## src/rtl/ssd_pkg.sv

```systemverilog
package ssd_pkg;
  typedef enum logic [2:0] {
    OPC_NONE    = 3'd0,
    OPC_PUSH    = 3'd1,
    OPC_POPCHK  = 3'd2,
    OPC_RDPTR   = 3'd3,
    OPC_SWAP_W  = 3'd4,
    OPC_SWAP_D  = 3'd5,
    OPC_MOP     = 3'd6,
    OPC_ILLEGAL = 3'd7
  } ss_op_e;

  localparam logic [6:0] MAJ_SYSTEM  = 7'b1110011;
  localparam logic [6:0] MAJ_AMO     = 7'b0101111;
  localparam logic [2:0] F3_MOP      = 3'b100;
  localparam logic [2:0] F3_AMO_W    = 3'b010;
  localparam logic [2:0] F3_AMO_D    = 3'b011;
  localparam logic [4:0] F5_SS_SWAP  = 5'b01001;
  localparam logic [6:0] F7_SS_R     = 7'b1100110;
  localparam logic [6:0] F7_SS_RR    = 7'b1100111;
  localparam logic [4:0] SEL_SS_R    = 5'b11100;
endpackage

```

## src/rtl/ssd_fields.sv

```systemverilog
module ssd_fields #(
  parameter int ILEN  = 32,
  parameter int REG_W = 5
) (
  input  logic [ILEN-1:0]  instr_i,
  output logic [6:0]       opcode_o,
  output logic [2:0]       funct3_o,
  output logic [REG_W-1:0] rd_o,
  output logic [REG_W-1:0] rs1_o,
  output logic [REG_W-1:0] rs2_o,
  output logic [6:0]       funct7_o
);
  localparam int RD_LSB  = 7;
  localparam int F3_LSB  = RD_LSB + REG_W;
  localparam int RS1_LSB = F3_LSB + 3;
  localparam int RS2_LSB = RS1_LSB + REG_W;
  localparam int F7_LSB  = RS2_LSB + REG_W;

  assign opcode_o = instr_i[6:0];
  assign rd_o     = instr_i[RD_LSB +: REG_W];
  assign funct3_o = instr_i[F3_LSB +: 3];
  assign rs1_o    = instr_i[RS1_LSB +: REG_W];
  assign rs2_o    = instr_i[RS2_LSB +: REG_W];
  assign funct7_o = instr_i[F7_LSB +: 7];
endmodule

```

## src/rtl/ssd_sys_match.sv

```systemverilog
module ssd_sys_match
  import ssd_pkg::*;
#(
  parameter int REG_W  = 5,
  parameter int LINK_A = 1,
  parameter int LINK_B = 5
) (
  input  logic [6:0]       opcode_i,
  input  logic [2:0]       funct3_i,
  input  logic [REG_W-1:0] rd_i,
  input  logic [REG_W-1:0] rs1_i,
  input  logic [REG_W-1:0] rs2_i,
  input  logic [6:0]       funct7_i,
  output logic             mop_hit_o,
  output logic             push_hit_o,
  output logic             pop_hit_o,
  output logic             rdp_hit_o
);
  localparam int NLINK = 2;
  localparam logic [REG_W-1:0] LINKS [NLINK] = '{REG_W'(LINK_A), REG_W'(LINK_B)};

  logic in_sys;
  logic mop_r, mop_rr;
  logic [NLINK-1:0] rs1_link, rs2_link;

  for (genvar g = 0; g < NLINK; g++) begin : g_link
    assign rs1_link[g] = (rs1_i == LINKS[g]);
    assign rs2_link[g] = (rs2_i == LINKS[g]);
  end

  assign in_sys = (opcode_i == MAJ_SYSTEM) && (funct3_i == F3_MOP);
  // generic space: bit31=1, bits29:28=00; r-form bits25:22=0111, rr-form bit25=1
  assign mop_r  = in_sys && funct7_i[6] && (funct7_i[4:3] == 2'b00) &&
                  !funct7_i[0] && (rs2_i[4:2] == 3'b111);
  assign mop_rr = in_sys && funct7_i[6] && (funct7_i[4:3] == 2'b00) && funct7_i[0];
  assign mop_hit_o = mop_r || mop_rr;

  logic r_hdr;
  assign r_hdr      = in_sys && (funct7_i == F7_SS_R) && (rs2_i == SEL_SS_R);
  assign rdp_hit_o  = r_hdr && (rs1_i == '0) && (rd_i != '0);
  assign pop_hit_o  = r_hdr && (|rs1_link) && (rd_i == '0);
  assign push_hit_o = in_sys && (funct7_i == F7_SS_RR) && (|rs2_link) &&
                      (rs1_i == '0) && (rd_i == '0);

  always_comb begin
    p_excl_r12: assert ($onehot0({push_hit_o, pop_hit_o, rdp_hit_o}))
      else $error("shadow forms overlap");
    if (push_hit_o || pop_hit_o || rdp_hit_o)
      p_carved_r7: assert (mop_hit_o) else $error("shadow form outside generic space");
  end
endmodule

```

## src/rtl/ssd_amo_match.sv

```systemverilog
module ssd_amo_match
  import ssd_pkg::*;
(
  input  logic [6:0] opcode_i,
  input  logic [2:0] funct3_i,
  input  logic [6:0] funct7_i,
  output logic       swap_w_o,
  output logic       swap_d_o
);
  logic hdr;
  assign hdr      = (opcode_i == MAJ_AMO) && (funct7_i[6:2] == F5_SS_SWAP);
  assign swap_w_o = hdr && (funct3_i == F3_AMO_W);
  assign swap_d_o = hdr && (funct3_i == F3_AMO_D);

  always_comb begin
    p_size_excl_r8: assert (!(swap_w_o && swap_d_o)) else $error("both swap sizes");
  end
endmodule

```

## src/rtl/ss_insn_decoder.sv

```systemverilog
module ss_insn_decoder
  import ssd_pkg::*;
#(
  parameter int ILEN  = 32,
  parameter int REG_W = 5
) (
  input  logic [ILEN-1:0]  instr_i,
  input  logic             ss_en_i,
  input  logic             mop_en_i,
  input  logic             xlen64_i,
  output logic [2:0]       op_class_o,
  output logic [REG_W-1:0] rd_o,
  output logic [REG_W-1:0] rs1_o,
  output logic [REG_W-1:0] rs2_o,
  output logic [REG_W-1:0] link_reg_o,
  output logic             illegal_o
);
  logic [6:0] opcode, funct7;
  logic [2:0] funct3;
  logic mop_hit, push_hit, pop_hit, rdp_hit, swap_w, swap_d;
  ss_op_e op;

  ssd_fields #(.ILEN(ILEN), .REG_W(REG_W)) i_fields (
    .instr_i(instr_i), .opcode_o(opcode), .funct3_o(funct3),
    .rd_o(rd_o), .rs1_o(rs1_o), .rs2_o(rs2_o), .funct7_o(funct7)
  );

  ssd_sys_match #(.REG_W(REG_W)) i_sys (
    .opcode_i(opcode), .funct3_i(funct3), .rd_i(rd_o), .rs1_i(rs1_o),
    .rs2_i(rs2_o), .funct7_i(funct7), .mop_hit_o(mop_hit),
    .push_hit_o(push_hit), .pop_hit_o(pop_hit), .rdp_hit_o(rdp_hit)
  );

  ssd_amo_match i_amo (
    .opcode_i(opcode), .funct3_i(funct3), .funct7_i(funct7),
    .swap_w_o(swap_w), .swap_d_o(swap_d)
  );

  // shadow forms win over generic space only when enabled
  always_comb begin
    op = OPC_NONE;
    if (ss_en_i && push_hit)      op = OPC_PUSH;
    else if (ss_en_i && pop_hit)  op = OPC_POPCHK;
    else if (ss_en_i && rdp_hit)  op = OPC_RDPTR;
    else if (mop_hit)             op = mop_en_i ? OPC_MOP : OPC_ILLEGAL;
    else if (swap_w)              op = ss_en_i ? OPC_SWAP_W : OPC_ILLEGAL;
    else if (swap_d)              op = (ss_en_i && xlen64_i) ? OPC_SWAP_D : OPC_ILLEGAL;
  end

  assign op_class_o = op;
  assign illegal_o  = (op == OPC_ILLEGAL);
  assign link_reg_o = (op == OPC_PUSH)   ? rs2_o :
                      (op == OPC_POPCHK) ? rs1_o : '0;

  always_comb begin
    if (!ss_en_i)
      p_off_no_ss_r6: assert (!(op_class_o inside {3'd1, 3'd2, 3'd3, 3'd4, 3'd5}))
        else $error("shadow class while disabled");
    if (!ss_en_i && (swap_w || swap_d))
      p_swap_off_r9: assert (illegal_o) else $error("swap legal while disabled");
    if (!xlen64_i)
      p_no_d_rv32_r10: assert (op_class_o != 3'd5) else $error("doubleword swap in 32-bit mode");
    if (op_class_o == 3'd1 || op_class_o == 3'd2)
      p_link_r11: assert (link_reg_o == 5'd1 || link_reg_o == 5'd5) else $error("bad link index");
    if (op_class_o == 3'd3)
      p_rdp_rd_r4: assert (rd_o != '0) else $error("read-pointer with rd=0");
    if (op_class_o != 3'd0)
      p_region_r1: assert (instr_i[6:0] == MAJ_SYSTEM || instr_i[6:0] == MAJ_AMO)
        else $error("claimed foreign opcode");
  end
endmodule

```

## config.mk

```make
export PLATFORM = sky130hd
export DESIGN_NAME = ss_insn_decoder
export DESIGN_NICKNAME = d
export VERILOG_FILES = /design/src/rtl/ssd_pkg.sv /design/src/rtl/ssd_fields.sv /design/src/rtl/ssd_sys_match.sv /design/src/rtl/ssd_amo_match.sv /design/src/rtl/ss_insn_decoder.sv
export SDC_FILE = /design/constraint.sdc
export NUM_CORES = 1
export LEC_CHECK = 0
export CAP_MARGIN = 10
export CORE_MARGIN = 1
export CORE_UTILIZATION = 25
export DETAILED_ROUTE_END_ITERATION = 6
export GPL_ROUTABILITY_DRIVEN = 0
export PLACE_DENSITY = 0.88
export SYNTH_ARGS = -nofsm -noshare
export SYNTH_HDL_FRONTEND = slang
export SYNTH_SLANG_ARGS = --single-unit
```

## constraint.sdc

```tcl
create_clock -name vclk -period 2.45
set_clock_uncertainty 0.1 [all_clocks]
set_input_delay 0.49 -clock vclk [all_inputs]
set_output_delay 0.49 -clock vclk [all_outputs]
set_load 0.01 [all_outputs]
```

---- Word-level counts from Yosys, hierarchy flattened ----
Index checks and enable logic that the tools add are counted.
cells by class
  mux-type cells .......................... 11
  eq/ne operators ......................... 17
  reduce and logical (&&, ||, !) cells .... 31
operators by type and width
  operator              count
  $logic_and A1 B1 Y1   23
  $eq A7 B7 Y1 const B  3
  $mux W3               6
  $eq A5 B1 Y1 const B  2
  $eq A5 B3 Y1 const B  2
  $logic_not A5 Y1      2
  $mux W5               2
  $eq A3 B2 Y1 const B  3
  $eq A3 B3 Y1 const B  3
  $eq A7 B6 Y1 const B  1
  $eq A5 B4 Y1 const B  1
  $eq A5 B5 Y1 const B  1
  $reduce_bool A5 Y1    1
  $mux W2               2
  $reduce_or A2 Y1      2
  $eq A3 B1 Y1 const B  1
  $logic_not A2 Y1      1
  $logic_not A1 Y1      1
  $logic_or A1 B1 Y1    1
  $mux W1               1
word-level totals
  input port bits ......................... 35
  flip-flop bits (word level) ............. 0

---- Depth between registers and ports, before layout ----
Gate-level depths: netlist of run 1.
  depth after elaboration ................. 14
  depth in mapped cells ................... 5
  mapped depth without buffers ............ 5

---- Hierarchy ----
A second synthesis of run 1 with hierarchy kept.
second synthesis, totals
  cell total of the unflattened synthesis .. 96
  area, all modules ....................... 680.7 um^2
modules (own cells, without submodules)
  module           area an instance (um^2)  cells an instance  sequential area each (um^2)  instances
  ssd_fields       240.2                    32                 0.0                          1
  ssd_sys_match    197.7                    25                 0.0                          1
  ss_insn_decoder  176.4                    32                 0.0                          1
  ssd_amo_match    66.3                     7                  0.0                          1

---- Worst setup path after synthesis of run 1 ----
Ideal clock, no wire load.
  path kind ............................... input to output
  start ................................... in instr_i[9]
  end ..................................... out op_class_o[2]
  setup slack ............................. -0.092 ns
  arrival time ............................ 1.952 ns
  required time ........................... 1.860 ns
  stages .................................. 5
  path through ............................ or4_1 -> nor2_2 -> mux2_1 -> a21o_1 -> a21oi_1
on the way
  longest elaborated chain between the ends .. 6
  elaborated cells between the ends (all ways) .. 11
  those cells by class .................... mux: 3; reduce/logical: 8
RTL lines
  item                 RTL line               source
  start, declared      ss_insn_decoder.sv:7   input logic [ILEN-1:0] instr_i,
  $reduce_bool A5 Y1   ssd_sys_match.sv:40    assign rdp_hit_o = r_hdr && (rs1_i == '0) && (rd_i != '0);
  $logic_and A1 B1 Y1  ssd_sys_match.sv:40
  $logic_and A1 B1 Y1  ss_insn_decoder.sv:44  else if (ss_en_i && rdp_hit) op = OPC_RDPTR;
  $mux W3              ss_insn_decoder.sv:44
  $mux W3              ss_insn_decoder.sv:43  else if (ss_en_i && pop_hit) op = OPC_POPCHK;
  $mux W3 *            ss_insn_decoder.sv:42  if (ss_en_i && push_hit) op = OPC_PUSH;
  end, declared        ss_insn_decoder.sv:11  output logic [2:0] op_class_o,
Every way passes the cells marked *; elsewhere a longest branch is shown, timed or not.

---- Worst setup path in the final report of run 1 ----
  start ................................... in instr_i[7]
  end ..................................... out illegal_o
on the way
  longest elaborated chain between the ends .. 7
  elaborated cells between the ends (all ways) .. 12
  those cells by class .................... eq/ne: 1; mux: 3; reduce/logical: 8
RTL lines
  item                 RTL line               source
  $reduce_bool A5 Y1   ssd_sys_match.sv:40
  $logic_and A1 B1 Y1  ssd_sys_match.sv:40
  $logic_and A1 B1 Y1  ss_insn_decoder.sv:44
  $mux W3              ss_insn_decoder.sv:44
  $mux W3              ss_insn_decoder.sv:43
  $mux W3 *            ss_insn_decoder.sv:42
  $eq A3 B3 Y1 *       ss_insn_decoder.sv:51  assign illegal_o = (op == OPC_ILLEGAL);
  end, declared        ss_insn_decoder.sv:16  output logic illegal_o
Marked as above.

==> results summary, run 1 <==
The most common library cell in the layout ignoring fill and taps is buf_4. After synthesis, the cell types taking the most area are buf_4 28%, nand4_1 6.6%, nor4b_4 5.0%, nor4bb_1 4.2%, nand2_1 4.0%. Setup repair after global routing could not meet its margin everywhere. Setup violations remaining at the end of the flow were counted as 6.

Data on the critical path is required at its endpoint by roughly 1900 ps. The count of final max-slew check failures is 0. The setup path with the least slack is of type in -> out. Summed over all nets, the half-perimeter wirelength after detailed placement is approximately 1.5 mm.

The tool flagged a number of max-cap violations equal to 0. The iteration-0 DRC count of the detailed router is 11. The number of diodes added for antenna fixing is 0. The average instance in the mapped netlist occupies about 7.5 um^2. The area growth from synthesis to layout is 133.8%. The total of buffers placed on input and output ports came out at 56.

The static power due to leakage is ~0.55 nW. Setup total negative slack on the finished layout was measured at -694.1 ps. The pin count of the biggest net entering global routing came out at 6. Sequential cells placed in the final layout were counted as 0. The flow ran to the end, but the final reports show violations. The die area is 2075 um^2. For this run, the detailed router's first-pass iteration total came to 4. The worst vdd rail ir drop is 0.06095 mV. The number of remaining DRC errors came out at 0. Across every metal layer, demand over resource in global routing totals a little under a fifth.

For this run, the post-layout net count is around 160. The number of global-route vias before repair is 757. The placement row count came out at 15. Summed over all instances, the cell type with the most area after synthesis is buf_4. The sequential area share after synthesis came out at 0%. The number of non-filler instances in the completed layout is between 150 and 200. The cell count after synthesis came out at 63. After synthesis, the netlist uses 32 different library cells. The synthesized area is approximately 470 um^2. Cells with a size suffix above 1 make up roughly half of the layout.

Once the floorplan was initialized, standard cells occupied a little over a quarter of the core. The peak fanout along the critical path came out at 2. In this run, post-CTS hold repair placed 0 buffers. The number of placed instances, taps included, is 144. STA classifies the critical path startpoint as a primary input.

The number of antenna violations at the first check in global routing is 0. After detailed routing, the average wire length per cell comes to 12.41 um. In this run the remaining antenna-violating nets after routing total 0. The aggregate global routing overflow is 0. The die extent in x is about 46 um.

Dividing total power by cell area gives a power density of 114.4 nW/um^2. The number of placed I/O pins came out at between 50 and 60. The routed design could run at a clock period as short as ~2600 ps. The hold slack came out at 1434 ps.

The worst setup path is captured at a primary output. Leaving out fill and tap cells, the most frequent cells in the layout are 24 x buf_4, 17 x clkdlybuf4s50_1, 16 x dlygate4sd2_1. The area fraction of the dominant cell type after synthesis came out at roughly 28%.

The final reports fail on negative setup slack. The tightest min-delay check is of the in -> out type. The yosys synthesis warning count came out at 0. In the routed layout, each cell is associated on average with a via count of about 4.7. The first-pass GRT wire length came out at between 2 and 3 mm. The area of all sequential standard cells is 0 um^2. The number of clock-tree buffers in the layout is 0.

The total vias in the final route is slightly above 700. Static timing analysis puts the maximum clock frequency at ~380 MHz. The die outline height came out at roughly 46 um. The core footprint came out at between 1500 and 2000 um^2. Across all setup checks in the final design, the least slack found is -178.2 ps. The share of the clock period used by the worst path after layout came out at 107.3%. The data arrival time of the critical path came out at 2040 ps.

The wire length after detailed routing is between 1.5 and 2 mm. The final number of hold-violating endpoints came out at 0.
==> report_power, final <==
part / internal, mW / switching [mW] / total [mW] / leakage, nW
logic: 0.0810 / 0.0459 / 0.127 / 0.548
registers: 0 / 0 / 0 / 0
clock network: 0 / 0 / 0 / 0
total: 0.0810 / 0.0459 / 0.127 / 0.548
==> synthesized netlist by cell type, drive strengths merged <==
cell type	number
a21boi	1
a21o	1
a21oi	2
a31o	1
a31oi	1
a32o	1
and3	1
and3b	2
and4bb	2
buf	18
conb	1
inv	1
mux2	1
nand2	5
nand2b	1
nand3	1
nand3b	1
nand4	5
nor2	4
nor2b	1
nor3	2
nor3b	1
nor4b	2
nor4bb	2
o21a	1
o32a	1
or3	1
or4	2
==> layout make-up <==
type | instances | area, um^2
tap | 25 | 31.28
multi-input combinational | 46 | 407.9
timing repair buffer | 80 | 665.6
fill | 173 | 636.9
inverter | 1 | 3.754
==> logic make-up (layout without fill, tap and decap cells) <==
| kind of cell | after synthesis | in the layout | share of synthesized area [%] |
|---|---|---|---|
| buffers and inverters | 19 | 81 | 29.29 |
| AND/OR/NAND/NOR | 33 | 33 | 53.30 |
| other | 1 | 3 | 0.7908 |
| AO/OA/AOI/OAI | 9 | 9 | 14.25 |
| multiplexers | 1 | 1 | 2.375 |
==> timing repair <==
item | 4_1_cts | 5_1_grt
setup endpoints to repair | 6 | 6
pin swaps | 21 | 3
setup buffers | 5 | 3
resized for setup | 104 | 14
==> path summary, 6_finish.rpt <==
check                 slack, ps  depth (start not counted)       start         to
worst max-delay path       -180                          7  instr_i[7]  illegal_o
worst min-delay path       1430                          2  instr_i[9]    rd_o[2]
==> layer usage <==
layer | global-route usage [%] | part of all wire (%)
met2 | 38.57 | 52
met3 | 1.190 | 6.4
met5 | 0 | 0
met4 | 3.636 | 2.1
met1 | 19.81 | 40
==> metrics by stage <==
| stage | util, % | total power, mW | setup slack (ps) | cell area, um^2 |
|---|---|---|---|---|
| after floorplan | - | 0.04685 | 10.30 | 498.0 |
| after global placement | 61.58 | 0.1298 | -1014 | 1075 |
| after detailed placement | 61.58 | 0.1320 | -1030 | 1075 |
| after CTS | 61.22 | 0.1210 | -213.9 | 1069 |
| after global routing | 63.51 | 0.1359 | -277.5 | 1109 |
| final | 63.51 | 0.1268 | -178.2 | 1109 |
==> critical path: stages <==
cell,delay [ps]
buf_6,90
or4_4,540
nor2_4,120
mux2_4,310
a21o_1,200
nor3_2,150
buf_2,150
Power figures use the tool's default switching activity.
==> run 2: changes to the inputs <==
--- a/config.mk
+++ b/config.mk
@@ -11,6 +11,7 @@
 export DETAILED_ROUTE_END_ITERATION = 6
 export GPL_ROUTABILITY_DRIVEN = 0
 export PLACE_DENSITY = 0.88
+export SLEW_MARGIN = 20
 export SYNTH_ARGS = -nofsm -noshare
 export SYNTH_HDL_FRONTEND = slang
 export SYNTH_SLANG_ARGS = --single-unit
==> results of run 2 <==
Final layout, timing and power as in run 1 (identical DEF).
==> run 3: changes to the inputs <==
--- a/config.mk
+++ b/config.mk
@@ -10,7 +10,7 @@
 export CORE_UTILIZATION = 25
 export DETAILED_ROUTE_END_ITERATION = 6
 export GPL_ROUTABILITY_DRIVEN = 0
-export PLACE_DENSITY = 0.88
+export PLACE_DENSITY = 0.81
 export SLEW_MARGIN = 20
 export SYNTH_ARGS = -nofsm -noshare
 export SYNTH_HDL_FRONTEND = slang
==> run 3 against run 2 <==
The run still ends with negative setup slack left; via count grew 4.4%; critical path depth up 1; utilization increased by 2.2 points; routed wire length rose by 5.0%; critical endpoint is now op_class_o[2]; largest cell class unchanged; highest routed layer unchanged.
==> results summary, run 3 (synthesis gave the netlist of run 1 again) <==
The flow ran to the end, but the final reports show violations. The final reports fail on negative setup slack. The initialized floorplan defines 15 standard-cell rows.

The smallest clock period supported by the final layout is computed as about 2700 ps. The number of remaining DRC errors is 0. The final core area utilization is approximately two thirds. In the final layout, the multi-input gates occupy between 400 and 500 um^2.

The most common library cell in the layout ignoring fill and taps is buf_4. The area growth from synthesis to layout came out at 141.7%. The met3 wire length came out at between 150 and 200 um. The fmax is around 370 MHz. The critical path is of the in -> out type. Summing all flip-flop and latch instances after layout gives 0 um^2. The setup total negative slack came out at -900.4 ps. Traced cell by cell, the critical path runs through buf_6, or4_4, nor2_4, mux2_4, a21o_1, buf_4, a21oi_2, buf_2.

The region available for standard cell placement spans 1745 um^2. The worst path buffer plus inverter count came out at 3. Data on the critical path is required at its endpoint by roughly 1900 ps. The count of final max-slew check failures came out at 0. There are 0 flip-flops and latches. The kind of start point of the critical path is a primary input.

The largest single stage delay on the critical path is 530 ps. The routed wire length on met2 came out at about 990 um. Dividing the final minimum period by the clock period gives 110.5%. After layout, the clock buffer instance count stands at 0. After detailed routing, the average wire length per cell comes to 12.71 um.

Setup repair after global routing could not meet its margin everywhere. The worst vdd rail ir drop came out at ~0.065 mV. The final number of hold-violating endpoints came to 0. The static power due to leakage came out at approximately 0.54 nW.

The starting utilization of the core area came out at roughly 27%. The ratio of total power to cell area is roughly 110 nW/um^2. Entering global routing, the biggest net connects 6 pins.

Setup violations remaining at the end of the flow were counted as 6. The tightest min-delay check is of the in -> out type. The least setup slack across all paths after layout came out at -257.3 ps. The largest individual stage delay along the critical path comes from the cell or4_4. The worst setup path is captured at a primary output. The number of nets at the end of the flow came out at between 150 and 200.

The wire length after detailed routing came out at 1.982 mm. The floorplan step defined a die boundary enclosing about 2100 um^2. The fraction of final layout cells sized beyond drive strength 1 is about 50%. After detailed routing, the number of vias per cell comes to 4.737. In the layout the commonest cells are 23 x buf_4, 17 x clkdlybuf4s50_1, 16 x dlygate4sd2_1. The number of global-route vias before repair came out at between 600 and 700. Global routing used 17.85% of the available tracks across all layers. The number of nets still failing antenna checks after routing is 0.

The number of hold-repair buffers added at the cts stage is 0. At the placement stage, the worst setup path has a slack of -1032 ps. Across the run, the number of max-cap violations was 0. The first detailed-routing pass ran for 4 iterations.

The die outline height came out at roughly 46 um. The first global-routing pass estimated approximately 2.8 mm of wire. The HPWL after detailed placement is between 1 and 1.5 mm.

Along the worst path, the maximum fanout reaches 2. Data arrives at the worst endpoint at approximately 2100 ps. The aggregate global routing overflow came out at 0.

In this design, the largest share of critical-path delay is due to simple AND/OR/NAND/NOR gates. The total of buffers placed on input and output ports came out at 56. The iteration-0 DRC count of the detailed router came out at 17. The number of antenna violations at the first check in global routing came out at 0.

The filler cell count is 150. The die extent in x came out at roughly 46 um. The total vias in the final route is about 740.

The wire length on met1 came out at 805 um. The highest layer touched by signal routing is met4. The repair_antennas step left the layout with diodes totalling 0. The number of placed I/O pins is between 50 and 60.
## run 3: cell count changes in the layout (fill, tap and decap cells not counted), sizes merged
| cell | before | now |
|---|---|---|
| clkbuf | 3 | 0 |
| buf | 40 | 47 |
| dlymetal6s2s | 1 | 0 |
| clkdlybuf4s15 | 3 | 4 |
## run 3: power breakdown
group          switching, mW  internal [mW]
registers                  0              0
logic                 0.0463         0.0793
clock network              0              0
total                 0.0463         0.0793
## run 3: area by class of cell
cell class / instances / area share, %
Inverter: 1 / 0.3275
Multi-Input combinational cell: 46 / 35.26
Tap cell: 25 / 2.729
Timing Repair Buffer: 84 / 61.68
## run 3: final timing paths
path	start	cells after the start	to
worst min-delay path	instr_i[8]	2	rd_o[1]
worst max-delay path	instr_i[8]	8	op_class_o[2]
## run 3: per-stage QoR
step           instance area (um^2)  hold WS, ps  std cells  power (mW)
3_3_place_gp                   1067         1778        143      0.1287
2_1_floorplan                 498.0        971.8         65     0.04685
5_1_grt                        1146         1437        156      0.1336
4_1_cts                        1122         1435        155      0.1233
6_report                       1146         1433        156      0.1257
3_5_place_dp                   1067         1773        143      0.1307
## run 3: per-layer routing
metal / GRT usage, % / up-vias
met3: 1.587 / 4
met4: 0 / 0
li1: - / 358
met2: 34.29 / 48
met5: 0 / -
met1: 22.35 / 329
## run 3: repair_timing
| action | CTS | global route |
|---|---|---|
| pin swaps | 23 | 7 |
| buffers inserted | 12 | 1 |
| resized for setup | 115 | 5 |
| endpoints found under the setup margin | 6 | 6 |
